### src/rtl/sdram_refresh_pkg.sv
// Shared types and helpers for the SDRAM refresh block.
// Assumes a 3-bit clock-select code; code 0 means stopped.
package sdram_refresh_pkg;

    localparam int SEL_W = 3;

    typedef enum logic [2:0] {
        ST_IDLE,
        ST_TRP,
        ST_TRR,
        ST_TRC1,
        ST_TRC2
    } rf_state_t;

    // Map a clock-select code to log2 of its divide ratio (0 = stopped)
    function automatic int sel_to_shift(input int code);
        case (code)
            1:       return 1;
            2:       return 3;
            3:       return 5;
            4:       return 7;
            5:       return 9;
            6:       return 11;
            7:       return 12;
            default: return 0;
        endcase
    endfunction

endpackage

### src/rtl/refresh_prescaler.sv
// Free-running prescaler that emits a one-cycle tick every 2^k clocks,
// where k is picked by the clock-select code. It is cleared while not
// running, so the phase restarts whenever counting resumes.
// Assumes PRESC_W is at least the largest shift in the package table.
module refresh_prescaler
    import sdram_refresh_pkg::*;
#(
    parameter int PRESC_W = 12
) (
    input  logic             clk,
    input  logic             rst_n,
    input  logic             run,
    input  logic [SEL_W-1:0] sel,
    output logic             tick
);

    localparam int NCODES = 1 << SEL_W;

    logic [PRESC_W-1:0] pcnt;
    logic [NCODES-1:0]  code_hit;

    // Prescale count: advances while running, cleared otherwise
    always_ff @(posedge clk) begin
        if (!rst_n)
            pcnt <= '0;
        else if (!run)
            pcnt <= '0;
        else
            pcnt <= pcnt + 1'b1;
    end

    assign code_hit[0] = 1'b0;

    // One terminal-count detector per divide code
    generate
        for (genvar g = 1; g < NCODES; g++) begin : g_code
            localparam int SH = sel_to_shift(g);
            assign code_hit[g] = &pcnt[SH-1:0];
        end
    endgenerate

    assign tick = run && code_hit[sel];

endmodule

### src/rtl/refresh_timer.sv
// Interval counter: advances on each prescaled tick and, on a tick where it
// equals the compare value, flags a match and returns to zero.
// Assumes tick is low whenever counting is stopped.
module refresh_timer #(
    parameter int CNT_W = 8
) (
    input  logic             clk,
    input  logic             rst_n,
    input  logic             enable,
    input  logic             tick,
    input  logic [CNT_W-1:0] cmp,
    output logic             match
);

    logic [CNT_W-1:0] cnt;

    assign match = enable && tick && (cnt == cmp);

    // Interval count: clear when disabled or on match, advance on tick
    always_ff @(posedge clk) begin
        if (!rst_n)
            cnt <= '0;
        else if (!enable)
            cnt <= '0;
        else if (match)
            cnt <= '0;
        else if (tick)
            cnt <= cnt + 1'b1;
    end

endmodule

### src/rtl/refresh_sequencer.sv
// Holds one pending refresh request and, once the bus is idle, walks the
// four-state burst precharge-all, auto-refresh, recovery, recovery.
// Assumes bus_idle stays low for as long as an external access runs.
module refresh_sequencer
    import sdram_refresh_pkg::*;
(
    input  logic clk,
    input  logic rst_n,
    input  logic match,
    input  logic bus_idle,
    output logic ras_n,
    output logic cas_n,
    output logic we_n,
    output logic prechg_sel,
    output logic busy
);

    rf_state_t state, state_nx;
    logic      pending;
    logic      start;

    assign start = (state == ST_IDLE) && pending && bus_idle;

    // Pending flag: set by any match, cleared when a burst starts
    always_ff @(posedge clk) begin
        if (!rst_n)
            pending <= 1'b0;
        else if (match)
            pending <= 1'b1;
        else if (start)
            pending <= 1'b0;
    end

    // Next-state selection for the burst
    always_comb begin
        state_nx = state;
        case (state)
            ST_IDLE: if (start) state_nx = ST_TRP;
            ST_TRP:  state_nx = ST_TRR;
            ST_TRR:  state_nx = ST_TRC1;
            ST_TRC1: state_nx = ST_TRC2;
            ST_TRC2: state_nx = ST_IDLE;
            default: state_nx = ST_IDLE;
        endcase
    end

    // State register
    always_ff @(posedge clk) begin
        if (!rst_n)
            state <= ST_IDLE;
        else
            state <= state_nx;
    end

    // Command decode from the registered state
    always_comb begin
        {ras_n, cas_n, we_n} = 3'b111;
        prechg_sel           = 1'b0;
        case (state)
            ST_TRP: begin
                {ras_n, cas_n, we_n} = 3'b010;
                prechg_sel           = 1'b1;
            end
            ST_TRR:  {ras_n, cas_n, we_n} = 3'b001;
            default: {ras_n, cas_n, we_n} = 3'b111;
        endcase
    end

    assign busy = pending || (state != ST_IDLE);

endmodule

### src/rtl/sdram_refresh_ctrl.sv
// Top of the SDRAM auto-refresh block: prescaler, interval timer and
// command sequencer. Register values arrive as static inputs.
// Assumes the caller meets the SDRAM refresh interval through cmp_value
// and clk_sel, and honours refresh_busy before starting an access.
module sdram_refresh_ctrl
    import sdram_refresh_pkg::*;
#(
    parameter int CNT_W   = 8,
    parameter int PRESC_W = 12
) (
    input  logic             clk,
    input  logic             rst_n,
    input  logic             refresh_en,
    input  logic [2:0]       clk_sel,
    input  logic [CNT_W-1:0] cmp_value,
    input  logic             bus_idle,
    output logic             ras_n,
    output logic             cas_n,
    output logic             we_n,
    output logic             cke,
    output logic             prechg_sel,
    output logic             refresh_busy
);

    logic run;
    logic tick;
    logic cmp_match;

    assign run = refresh_en && (clk_sel != '0);
    assign cke = 1'b1;

    refresh_prescaler #(.PRESC_W(PRESC_W)) u_presc (
        .clk   (clk),
        .rst_n (rst_n),
        .run   (run),
        .sel   (clk_sel),
        .tick  (tick)
    );

    refresh_timer #(.CNT_W(CNT_W)) u_timer (
        .clk    (clk),
        .rst_n  (rst_n),
        .enable (refresh_en),
        .tick   (tick),
        .cmp    (cmp_value),
        .match  (cmp_match)
    );

    refresh_sequencer u_seq (
        .clk        (clk),
        .rst_n      (rst_n),
        .match      (cmp_match),
        .bus_idle   (bus_idle),
        .ras_n      (ras_n),
        .cas_n      (cas_n),
        .we_n       (we_n),
        .prechg_sel (prechg_sel),
        .busy       (refresh_busy)
    );

endmodule

### config.mk
export PLATFORM = sky130hd
export DESIGN_NAME = sdram_refresh_ctrl
export DESIGN_NICKNAME = d
export VERILOG_FILES = /design/src/rtl/sdram_refresh_pkg.sv /design/src/rtl/refresh_prescaler.sv /design/src/rtl/refresh_timer.sv /design/src/rtl/refresh_sequencer.sv /design/src/rtl/sdram_refresh_ctrl.sv
export SDC_FILE = /design/constraint.sdc
export NUM_CORES = 1
export LEC_CHECK = 0
export ABC_AREA = 1
export ABC_CLOCK_PERIOD_IN_PS = 3700
export BUFFER_PORTS_ARGS = -buffer_cell sky130_fd_sc_hd__buf_2
export CAP_MARGIN = 20
export CORE_ASPECT_RATIO = 0.6
export CORE_UTILIZATION = 60
export CTS_CLUSTER_DIAMETER = 120
export DETAILED_ROUTE_END_ITERATION = 16
export GPL_TIMING_DRIVEN = 0
export PLACE_DENSITY = 0.9
export SYNTH_ARGS = -nofsm -noshare
export SYNTH_HDL_FRONTEND = slang
export SYNTH_SLANG_ARGS = --single-unit
### constraint.sdc
create_clock -name clk -period 3.7 [get_ports clk]
set_input_delay 0.37 -clock clk [delete_from_list [all_inputs] [get_ports clk]]
set_output_delay 0.37 -clock clk [all_outputs]
set_load 0.01 [all_outputs]
==> results of run 1 <==
## registers in the layout, summed over array words and instances (netlist names)
signal         flops
u_seq.pending      1
u_seq.state        3
u_timer.cnt        8
u_presc.pcnt      12
## per-layer routing
layer  track usage (%)  vias up  wire, µm  share of wire, %
li1                  -      714         -                 -
met1              37.8      591      1550                50
met2              39.0       41      1290                42
met3              5.97        4       213               6.9
met4              5.43        0        20              0.65
met5                 0        -         0                 0
## critical path, delay by kind of cell, from the launching register on
family                     cells  cell delay (ps)
DFF                            1              380
and+or+nand+nor               10             1090
AOI/OAI and AO/OA              1               60
adders and majority gates      2              360
## cells in the final DEF (no fill, tap or decap)
cell,count
nand2_1,54
dfxtp_1,24
a211oi_2,1
nor3_1,2
clkbuf_8,4
clkinv_1,3
nand3_1,17
ha_1,5
o31ai_1,1
nand2_8,1
xor2_1,7
nor3_2,1
buf_2,19
nand4_1,3
inv_2,3
nand2_2,5
nand3b_1,1
a211oi_1,1
conb_1,1
o21ai_1,1
o21ai_0,2
nor2_4,1
nor2_2,2
nand3_4,2
inv_1,28
buf_4,1
a21oi_2,9
nor2_1,33
a21oi_1,5
## cell families after synthesis
logic type | Yosys count | synth area share, %
AOI/OAI and AO/OA | 20 | 10.0
xor gates and xnor gates | 7 | 4.21
and+or+nand+nor | 122 | 39.0
DFF | 24 | 33.0
other | 1 | 0.257
buffers and inverters | 35 | 9.27
adders and majority gates | 5 | 4.29
## path summary, 6_finish.rpt
path	start	endpoint	slack, ps	depth (start not counted)
max	u_presc.pcnt[0]$_SDFF_PN0_	u_timer.cnt[4]$_SDFFE_PP0P_	1720	13
min	rst_n	u_seq.state[2]$_SDFFE_PN0P_	350	3
max reg2reg	u_presc.pcnt[0]$_SDFF_PN0_	u_timer.cnt[4]$_SDFFE_PP0P_	1720	13
min reg2reg	u_presc.pcnt[11]$_SDFF_PN0_	u_presc.pcnt[11]$_SDFF_PN0_	470	2
## report_power, final
part	internal (mW)	switching [mW]	total [mW]	leakage (nW)
sequential	0.262	0.00359	0.265	0.194
combinational	0.0249	0.0420	0.0669	0.457
clock	0.0950	0.0798	0.175	0.0288
## stage by stage
step	util (%)	std cells	hold slack [ps]
after floorplan	-	214	430
after global placement	71.4	263	450
after detailed placement	71.4	263	464
after CTS	73.8	267	354
after global routing	73.8	267	386
final	73.8	267	354
## layout make-up
| class | instances | area [µm²] |
|---|---|---|
| tap | 30 | 37.5 |
| inverter | 34 | 128 |
| timing repair buffer | 19 | 95.1 |
| multi-input combinational | 155 | 842 |
| fill | 181 | 583 |
| clock buffer | 4 | 55.1 |
| buffer | 1 | 7.51 |
| sequential | 24 | 480 |
==> summary.log, run 1 <==
INFO  clocking       numCtsBuffers=3
INFO  timing         skew=7.14ps
INFO  placed_design  dpl.hpwl=2390µm
INFO  yosys          synth.top_cell.area_share=33.0%
INFO  critical_path  slowest_delay=380ps
INFO  job            cap_viol_max_count=0
INFO  timing         final_min_period_over_clock_period=53.4%
INFO  power          power.leakage=0.679nW
INFO  clocking       worst_skew_pair.late_latency=270ps
INFO  global_routing first_global_vias=1054
INFO  yosys          synth.yosys.seq_area_share=33.0%
INFO  status         result_of_the_run=complete, no violations
INFO  route          drc_violation_count_after_routing=0
INFO  floorplanning  pin_count=21
INFO  route          initial_drt_markers=122
INFO  cells_and_area nNetsFinal=258
INFO  timing         grt_setup_unrepaired=false
INFO  critical_path  category_of_the_worst_setup_path_launch_point=register
INFO  timing         hold_viol=0
INFO  critical_path  critical_path.cell_chain=ha_1 > nand2_1 > nor2_2 > nand2_2 > nor2_1 > ha_1 > nor2_1 > nor2_1 > nand2_2 > nand3_4 > nand2_2 > nand2_1 > a21oi_2
INFO  yosys          synth_area_leader_cell=dfxtp_1
INFO  yosys          synth_most_common_cell=nand2_1
INFO  clocking       postCtsSetupRepairBufs=0
INFO  yosys          synth_area=1460µm²
INFO  timing         finalSetupTns=0ps
INFO  yosys          post_synth_arst_share=0%
INFO  floorplanning  coreArea=2230µm²
INFO  floorplanning  die_extent_in_x=65.6µm
INFO  floorplanning  std_cell_rows=13
INFO  timing         report.final.setup_viol=0
INFO  cells_and_area design_area=1650µm²
INFO  timing         timing.final.crit_period=1980ps
INFO  power          power.ir.vdd_worst=0.000248V
INFO  floorplanning  start_util=65.4%
INFO  global_routing grt_first_pass_wirelength=4890µm
INFO  clocking       cts_hold_buf=0
INFO  clocking       cts_tree=yes
INFO  timing         maxSlewViolCount=0
INFO  route          detailed_routing_iterations_pass_1=4
INFO  clocking       htreeDepth=1
INFO  yosys          ys_seq_elements=24
INFO  critical_path  worst_ep_arrival_time=2150ps
INFO  yosys          yosys_most_used_dff=dfxtp_1
INFO  cells_and_area layout-drive-gt1-share=20.7%
INFO  yosys          ys_top_cells_by_area=dfxtp_1 33%, nand2_1 14%, nor2_1 8.5%
INFO  global_routing globalRouteOverflowTotal=0
INFO  critical_path  cp.required=3870ps
INFO  route          detail_route.wl_per_cell=11.5µm
INFO  timing         worst_slack=1720ps
INFO  min_path       hp-class=input pin to register
INFO  floorplanning  die_height=40.2µm
INFO  timing         highest_clock_rate=506MHz
INFO  yosys          netlist_top_cells_count=54 x nand2_1, 33 x nor2_1, 28 x inv_1
INFO  yosys          synth-edff-count=0
INFO  critical_path  criticalPathCategory=register to register
INFO  cells_and_area ant_cells=0
INFO  placed_design  placement.setup.worst_slack=1730ps
INFO  clocking       clock_pin_slew_worst_setup_and_hold_paths=80ps
INFO  critical_path  critical_path.slowest_cell=dfxtp_1
INFO  yosys          mean_post_synth_cell_area=6.81µm²
INFO  route          num_vias=1350
INFO  route          route.detailed.vias_per_inst=5.06
INFO  yosys          synth_cells=214
INFO  placed_design  port-buffer-count=19
INFO  power          total_power=0.507mW
INFO  route          totalWireLength=3070µm
INFO  floorplanning  fp.dieArea=2640µm²
INFO  clocking       clock_path_buffers=2
INFO  critical_path  critical_path_end_type=register
INFO  clocking       postCtsResizedCells=0
INFO  route          drt_antenna_net_count=0
INFO  power          power.density=308nW/µm²
INFO  placed_design  gp_congestion=0.922
INFO  yosys          number_of_warnings_issued_by_yosys=0
INFO  yosys          syn_nets=234
INFO  global_routing number_of_antenna_violations_at_the_first_check_in_global_routing=0
INFO  clocking       clockRootBuffer=clkbuf_8
INFO  critical_path  crit_path_max_fo=10
INFO  clocking       numClockSinks=24
INFO  placed_design  place_area=1590µm²
INFO  global_routing pin_count_of_the_biggest_net_entering_global_routing=14
INFO  cells_and_area area_growth_syn_to_layout=12.9%
INFO  global_routing track_usage=26.0%
INFO  yosys          distinct_cell_type_count_after_synthesis=27
Power figures use the tool's default switching activity.
==> inputs of run 2 (changes only) <==
- ABC_CLOCK_PERIOD_IN_PS: 3700 -> 2050
- CORE_UTILIZATION: 60 -> 56
- PLACE_DENSITY: 0.9 -> 0.85
- clock period: 3.7 -> 2.05 ns (I/O delays scaled with it)
==> summary.log, run 2 (synthesis gave the netlist of run 1 again) <==
INFO  clocking       clock_path_buffers=2 [unchanged]
INFO  timing         skew=1.88ps [was 7.14 ps]
INFO  global_routing grt_first_pass_wirelength=4980µm [was 4890 µm]
INFO  route          maxUsedRoutingLayer=met4 [unchanged]
INFO  placed_design  port-buffer-count=19 [unchanged]
INFO  cells_and_area nNetsFinal=258 [unchanged]
INFO  timing         report.final.setup_viol=0 [unchanged]
INFO  power          power.ir.vdd_worst=0.000460V [was 0.000248 V]
INFO  floorplanning  std_cell_rows=13 [unchanged]
INFO  route          drc_violation_count_after_routing=0 [unchanged]
INFO  job            cap_viol_max_count=0 [unchanged]
INFO  clocking       clock_pin_slew_worst_setup_and_hold_paths=80ps [about the same]
INFO  global_routing first_global_vias=1177 [was 1054]
INFO  critical_path  slowest_delay=360ps [was 380 ps]
INFO  clocking       worst_skew_pair.late_latency=270ps [about the same]
INFO  power          power.density=557nW/µm² [was 308 nW/µm²]
INFO  floorplanning  coreArea=2310µm² [was 2230 µm²]
INFO  route          totalWireLength=2910µm [was 3070 µm]
INFO  placed_design  dpl.hpwl=2260µm [was 2390 µm]
INFO  timing         hold_viol=0 [unchanged]
INFO  cells_and_area layout.cells.most_common_list=54 x nand2_1, 33 x nor2_1, 28 x inv_1 [unchanged]
INFO  critical_path  critical_path.slowest_cell=dfxtp_2 [was dfxtp_1]
INFO  cells_and_area mostFrequentLayoutCell=nand2_1 [unchanged]
INFO  cells_and_area area_of_the_multi_input_gates=850µm² [was 842 µm²]
INFO  cells_and_area layout-drive-gt1-share=21.5% [was 20.7%]
INFO  timing         worst_slack=204ps [was 1720 ps]
INFO  status         result_of_the_run=complete, no violations [unchanged]
INFO  route          num_vias=1315 [was 1350]
INFO  cells_and_area filler_cell_count=200 [was 181]
INFO  global_routing pin_count_of_the_biggest_net_entering_global_routing=14 [unchanged]
INFO  critical_path  cp.required=2220ps [was 3870 ps]
INFO  placed_design  placement.setup.worst_slack=120ps [was 1730 ps]
INFO  floorplanning  die_extent_in_x=67.9µm [was 65.6 µm]
INFO  timing         maxSlewViolCount=0 [unchanged]
INFO  clocking       numCtsBuffers=3 [unchanged]
INFO  critical_path  worst_ep_arrival_time=2010ps [was 2150 ps]
INFO  route          routed-wl-met2=1120µm [was 1290 µm]
INFO  critical_path  criticalPathCategory=register to register [unchanged]
INFO  critical_path  category_of_the_worst_setup_path_launch_point=register [unchanged]
INFO  critical_path  crit_path_max_fo=10 [unchanged]
INFO  clocking       htreeDepth=1 [unchanged]
INFO  timing         finalSetupTns=0ps [unchanged]
INFO  placed_design  gp_congestion=0.841 [was 0.922]
INFO  cells_and_area area.sequential=482µm² [was 480 µm²]
INFO  min_path       hp-class=input pin to register [unchanged]
INFO  floorplanning  die_height=41.5µm [was 40.2 µm]
INFO  power          power.leakage=0.682nW [was 0.679 nW]
INFO  global_routing globalRouteOverflowTotal=0 [unchanged]
INFO  cells_and_area biggestRegsByFlops=u_presc.pcnt (12), u_timer.cnt (8), u_seq.state (3) [unchanged]
INFO  route          detailed_routing_iterations_pass_1=4 [unchanged]
INFO  timing         grt_setup_unrepaired=false [unchanged]
INFO  route          detail_route.wl_per_cell=10.9µm [was 11.5 µm]
INFO  critical_path  critical_path.cell_chain=ha_2 > nand2_1 > nor2_2 > nand2_2 > nor2_1 > ha_1 > nor2_1 > nor2_1 > nand2_2 > nand3_4 > nand3_4 > nand2_8 > a21oi_2 [was ha_1 > nand2_1 > nor2_2 > nand2_2 > nor2_1 > ha_1 > nor2_1 > nor2_1 > nand2_2 > nand3_4 > nand2_2 > nand2_1 > a21oi_2]
INFO  global_routing track_usage=23.2% [was 26.0%]
INFO  route          initial_drt_markers=61 [was 122]
INFO  route          route.detailed.vias_per_inst=4.93 [was 5.06]
INFO  cells_and_area ant_cells=0 [unchanged]
INFO  critical_path  r2r_setup_slack=200ps [was 1720 ps]
INFO  cells_and_area fin_util=71.6% [was 73.8%]
INFO  floorplanning  pin_count=21 [unchanged]
INFO  route          route.met3.wl=187µm [was 213 µm]
INFO  critical_path  critical_path_end_type=register [unchanged]
INFO  cells_and_area registers.top_by_ff_count=u_presc.pcnt [unchanged]
INFO  clocking       clockRootBuffer=clkbuf_8 [unchanged]
INFO  timing         timing.final.crit_period=1850ps [was 1980 ps]
INFO  floorplanning  fp.dieArea=2820µm² [was 2640 µm²]
INFO  cells_and_area largest_reg_flops=12 [unchanged]
INFO  clocking       numClockSinks=24 [unchanged]
INFO  cells_and_area area_growth_syn_to_layout=13.5% [was 12.9%]
INFO  critical_path  crit_top_cell=nor2_1
INFO  timing         highest_clock_rate=542MHz [was 506 MHz]
INFO  route          drt_antenna_net_count=0 [unchanged]
INFO  global_routing number_of_antenna_violations_at_the_first_check_in_global_routing=0 [unchanged]
INFO  timing         final_min_period_over_clock_period=90.1% [was 53.4%]
INFO  clocking       cts_tree=yes [unchanged]
INFO  floorplanning  start_util=63.1% [was 65.4%]
INFO  route          routedLengthMet1=1590µm [was 1550 µm]
## run 2: cell counts in the layout (fill, tap and decap cells not counted)
Identical to the previous run, type by type.
## run 2: worst paths after layout
| check | start | cells past startpoint | to |
|---|---|---|---|
| worst max register to register | u_presc.pcnt[0]$_SDFF_PN0_ | 13 | u_timer.cnt[3]$_SDFFE_PP0P_ |
| worst max-delay path | u_presc.pcnt[0]$_SDFF_PN0_ | 13 | u_timer.cnt[3]$_SDFFE_PP0P_ |
| worst min-delay path | rst_n | 3 | u_seq.state[2]$_SDFFE_PN0P_ |
| worst min register to register | u_presc.pcnt[0]$_SDFF_PN0_ | 1 | u_presc.pcnt[0]$_SDFF_PN0_ |
## run 2: worst max-delay path: cells and delay by family, from the launching register on
| family | cells | cell delay, ps |
|---|---|---|
| DFF | 1 | 360 |
| adders and majority gates | 2 | 340 |
| and+or+nand+nor | 10 | 1000 |
| AOI/OAI and AO/OA | 1 | 40 |
## run 2: report_power, final
part | switching [mW] | internal, mW
registers | 0.00644 | 0.473
clock network | 0.150 | 0.172
logic | 0.0755 | 0.0456
## run 2: area by class of cell
class | instances | share of cell area [%]
Multi-Input combinational cell | 155 | 51.4
Inverter | 34 | 7.72
Buffer | 1 | 0.454
Clock buffer | 4 | 3.33
Tap cell | 30 | 2.27
Timing Repair Buffer | 19 | 5.75
Sequential cell | 24 | 29.1
## run 2: timing repair
item,4_1_cts,5_1_grt
gates resized for setup,0,3
setup endpoints to repair,0,8
buffers inserted,0,0
hold buffers,0,0
hold endpoints to repair,0,0
## run 2: routing by layer
| layer | track usage [%] | vias up |
|---|---|---|
| li1 | - | 712 |
| met1 | 36.5 | 563 |
| met2 | 30.5 | 38 |
| met3 | 6.59 | 2 |
| met4 | 5.00 | 0 |
| met5 | 0 | - |
## run 2: metrics by stage
step | power, mW | area [µm²] | hold slack (ps) | cells
final | 0.921 | 1650 | 198 | 267
after global routing | 0.964 | 1650 | 194 | 267
after CTS | 0.925 | 1650 | 192 | 267
after detailed placement | 0.608 | 1590 | 454 | 263
after global placement | 0.606 | 1590 | 447 | 263
after floorplan | 0.564 | 1460 | 332 | 214
==> inputs of run 3 (changes only) <==
- BUFFER_PORTS_ARGS: -buffer_cell sky130_fd_sc_hd__buf_2 -> not set
- CAP_MARGIN: 20 -> 40
- CORE_UTILIZATION: 56 -> 62
- DONT_BUFFER_PORTS: not set -> 1
- REMOVE_ABC_BUFFERS: not set -> 1
==> summary.log, run 3 (synthesis gave the netlist of run 1 again) <==
INFO  status         result_of_the_run=complete, no violations [unchanged]
INFO  critical_path  critical_path.cell_chain=ha_4 > nand2_1 > nor2_2 > nand2_2 > nor2_1 > ha_1 > nor2_1 > nor2_1 > nand2_2 > nand3_4 > nand3_4 > nand2_8 > a21oi_2 [was ha_2 > nand2_1 > nor2_2 > nand2_2 > nor2_1 > ha_1 > nor2_1 > nor2_1 > nand2_2 > nand3_4 > nand3_4 > nand2_8 > a21oi_2]
INFO  power          power.density=542nW/µm² [was 557 nW/µm²]
INFO  critical_path  crit_top_cell=nor2_1 [unchanged]
INFO  clocking       numCtsBuffers=3 [unchanged]
INFO  placed_design  port-buffer-count=0 [was 19]
INFO  critical_path  reg2regPathDepth=13 [unchanged]
INFO  timing         finalSetupTns=0ps [unchanged]
INFO  min_path       hp-class=input pin to register [unchanged]
INFO  cells_and_area registers.top_by_ff_count=u_presc.pcnt [unchanged]
INFO  global_routing globalRouteOverflowTotal=0 [unchanged]
INFO  floorplanning  std_cell_rows=13 [unchanged]
INFO  route          route.detailed.vias_per_inst=5.38 [was 4.93]
INFO  job            cap_viol_max_count=0 [unchanged]
INFO  timing         hold_viol=0 [unchanged]
INFO  global_routing number_of_antenna_violations_at_the_first_check_in_global_routing=0 [unchanged]
INFO  clocking       cts_tree=yes [unchanged]
INFO  power          power_frac_clock=32.6% [was 34.8%]
INFO  route          drc_violation_count_after_routing=0 [unchanged]
INFO  cells_and_area area_growth_syn_to_layout=7.47% [was 13.5%]
INFO  power          p_sw_share=25.5% [was 25.1%]
INFO  route          drt_antenna_net_count=0 [unchanged]
INFO  global_routing grt_busiest_layer=met2 [was met1]
INFO  critical_path  critical_path.slowest_cell=dfxtp_2 [unchanged]
INFO  floorplanning  start_util=66.4% [was 63.1%]
INFO  timing         maxSlewViolCount=0 [unchanged]
INFO  global_routing grt_first_pass_wirelength=4490µm [was 4980 µm]
INFO  cells_and_area layout-drive-gt1-share=15.1% [was 21.5%]
INFO  route          totalWireLength=3090µm [was 2910 µm]
INFO  timing         timing.hold.ws=66.2ps [was 198 ps]
INFO  floorplanning  fp.dieArea=2560µm² [was 2820 µm²]
INFO  cells_and_area largest_reg_flops=12 [unchanged]
INFO  route          num_vias=1333 [was 1315]
INFO  route          detailed_routing_iterations_pass_1=4 [unchanged]
INFO  critical_path  worst_ep_arrival_time=2080ps [was 2010 ps]
INFO  global_routing pin_count_of_the_biggest_net_entering_global_routing=13 [was 14]
INFO  timing         timing.final.crit_period=1910ps [was 1850 ps]
INFO  critical_path  slowest_delay=360ps [about the same]
INFO  timing         skew=1.88ps [about the same]
INFO  placed_design  gp_congestion=0.929 [was 0.841]
INFO  placed_design  dpl.hpwl=2290µm [was 2260 µm]
INFO  power          p_switching=0.216mW [was 0.231 mW]
INFO  power          power_frac_seq=56.5% [was 52.0%]
INFO  route          initial_drt_markers=123 [was 61]
INFO  clocking       numClockSinks=24 [unchanged]
INFO  global_routing first_global_vias=997 [was 1177]
INFO  global_routing track_usage=24.6% [was 23.2%]
INFO  power          power.ir.vdd_worst=0.000403V [was 0.000460 V]
INFO  floorplanning  pin_count=21 [unchanged]
INFO  clocking       clockRootBuffer=clkbuf_8 [unchanged]
INFO  cells_and_area layout.cells.most_common_list=54 x nand2_1, 33 x nor2_1, 28 x inv_1 [unchanged]
INFO  critical_path  crit_path_max_fo=8 [was 10]
INFO  clocking       htreeDepth=1 [unchanged]
INFO  cells_and_area nNetsFinal=240 [was 258]
INFO  floorplanning  die_extent_in_x=64.6µm [was 67.9 µm]
INFO  clocking       worst_skew_pair.late_latency=270ps [about the same]
INFO  cells_and_area biggestRegsByFlops=u_presc.pcnt (12), u_timer.cnt (8), u_seq.state (3) [unchanged]
INFO  power          power.leakage=0.611nW [was 0.682 nW]
INFO  clocking       clock_pin_slew_worst_setup_and_hold_paths=80ps [about the same]
INFO  floorplanning  coreArea=2200µm² [was 2310 µm²]
INFO  cells_and_area ant_cells=0 [unchanged]
INFO  timing         report.final.setup_viol=0 [unchanged]
INFO  floorplanning  die_height=39.6µm [was 41.5 µm]
INFO  clocking       clock_path_buffers=2 [unchanged]
INFO  critical_path  category_of_the_worst_setup_path_launch_point=register [unchanged]
INFO  critical_path  cp.required=2210ps [was 2220 ps]
INFO  critical_path  criticalPathCategory=register to register [unchanged]
INFO  cells_and_area mostFrequentLayoutCell=nand2_1 [unchanged]
INFO  clocking       cts_hold_buf=0 [unchanged]
INFO  global_routing met3_track_usage_gr=6.98% [was 6.59%]
INFO  global_routing groute.layer.met2.usage=38.2% [was 30.5%]
INFO  timing         highest_clock_rate=522MHz [was 542 MHz]
INFO  power          combPwrFrac=10.9% [was 13.1%]
INFO  route          detail_route.wl_per_cell=12.4µm [was 10.9 µm]
INFO  min_path       min_path_cells=2 [was 3]
INFO  timing         final_min_period_over_clock_period=93.4% [was 90.1%]
INFO  global_routing met1_use_gr=32.9% [was 36.5%]
INFO  cells_and_area filler_cell_count=176 [was 200]
INFO  critical_path  critical_path_end_type=register [unchanged]
INFO  power          power_report.internal_total=0.633mW [was 0.690 mW]
## run 3: cell count changes in the layout (fill, tap and decap cells not counted), sizes merged
cell,delta
buf,-19
clkbuf,-1
nand3,+1
## run 3: path summary, 6_finish.rpt
| check | slack (ps) | to | start |
|---|---|---|---|
| hold / removal | 70 | u_seq.state[2]$_SDFFE_PN0P_ | rst_n |
| hold reg to reg | 450 | u_presc.pcnt[0]$_SDFF_PN0_ | u_presc.pcnt[0]$_SDFF_PN0_ |
| setup / recovery | 140 | u_timer.cnt[5]$_SDFFE_PP0P_ | u_presc.pcnt[1]$_SDFF_PN0_ |
| setup reg to reg | 140 | u_timer.cnt[5]$_SDFFE_PP0P_ | u_presc.pcnt[1]$_SDFF_PN0_ |
## run 3: cell type report
cell class	instances	area [µm²]	share of cell area [%]
Inverter	34	128	8.15
Sequential cell	24	483	30.8
Timing Repair Buffer	1	7.51	0.479
Tap cell	30	37.5	2.40
Clock buffer	3	41.3	2.64
Multi-Input combinational cell	156	870	55.5
## run 3: per-layer routing
layer  share of wire, %  wire length (µm)
met5                  0                 0
met4                1.7                53
met3                6.8               209
met2                 45              1380
met1                 47              1450
## run 3: stage by stage
step | instances | total power [mW] | utilization, % | setup slack (ps) | area [µm²]
6_report | 248 | 0.849 | 71.3 | 135 | 1570
4_1_cts | 246 | 0.845 | 69.6 | 82.7 | 1530
3_5_place_dp | 243 | 0.577 | 67.7 | 101 | 1490
5_1_grt | 248 | 0.885 | 71.3 | -18.4 | 1570
3_3_place_gp | 243 | 0.574 | 67.7 | 149 | 1490
2_1_floorplan | 213 | 0.563 | - | 357 | 1450
## run 3: what timing repair did
action | 4_1_cts | 5_1_grt
buffers inserted | 0 | 1
resized for setup | 0 | 5
setup endpoints to repair | 0 | 9
## run 3: critical path, delay by kind of cell, from the launching register on
family          cells  cell delay, ps
compound gates      1              50
fa+ha+maj           2             310
flops               1             360
simple gates       10            1080
## run 3: power by group through the flow
stage | logic [mW] | registers (mW) | clock network [mW]
after CTS | 0.0872 | 0.479 | 0.279
final | 0.0923 | 0.480 | 0.277
after floorplan | 0.0745 | 0.488 | 0
after global placement | 0.0846 | 0.489 | 0
after detailed placement | 0.0868 | 0.490 | 0
after global routing | 0.105 | 0.481 | 0.300
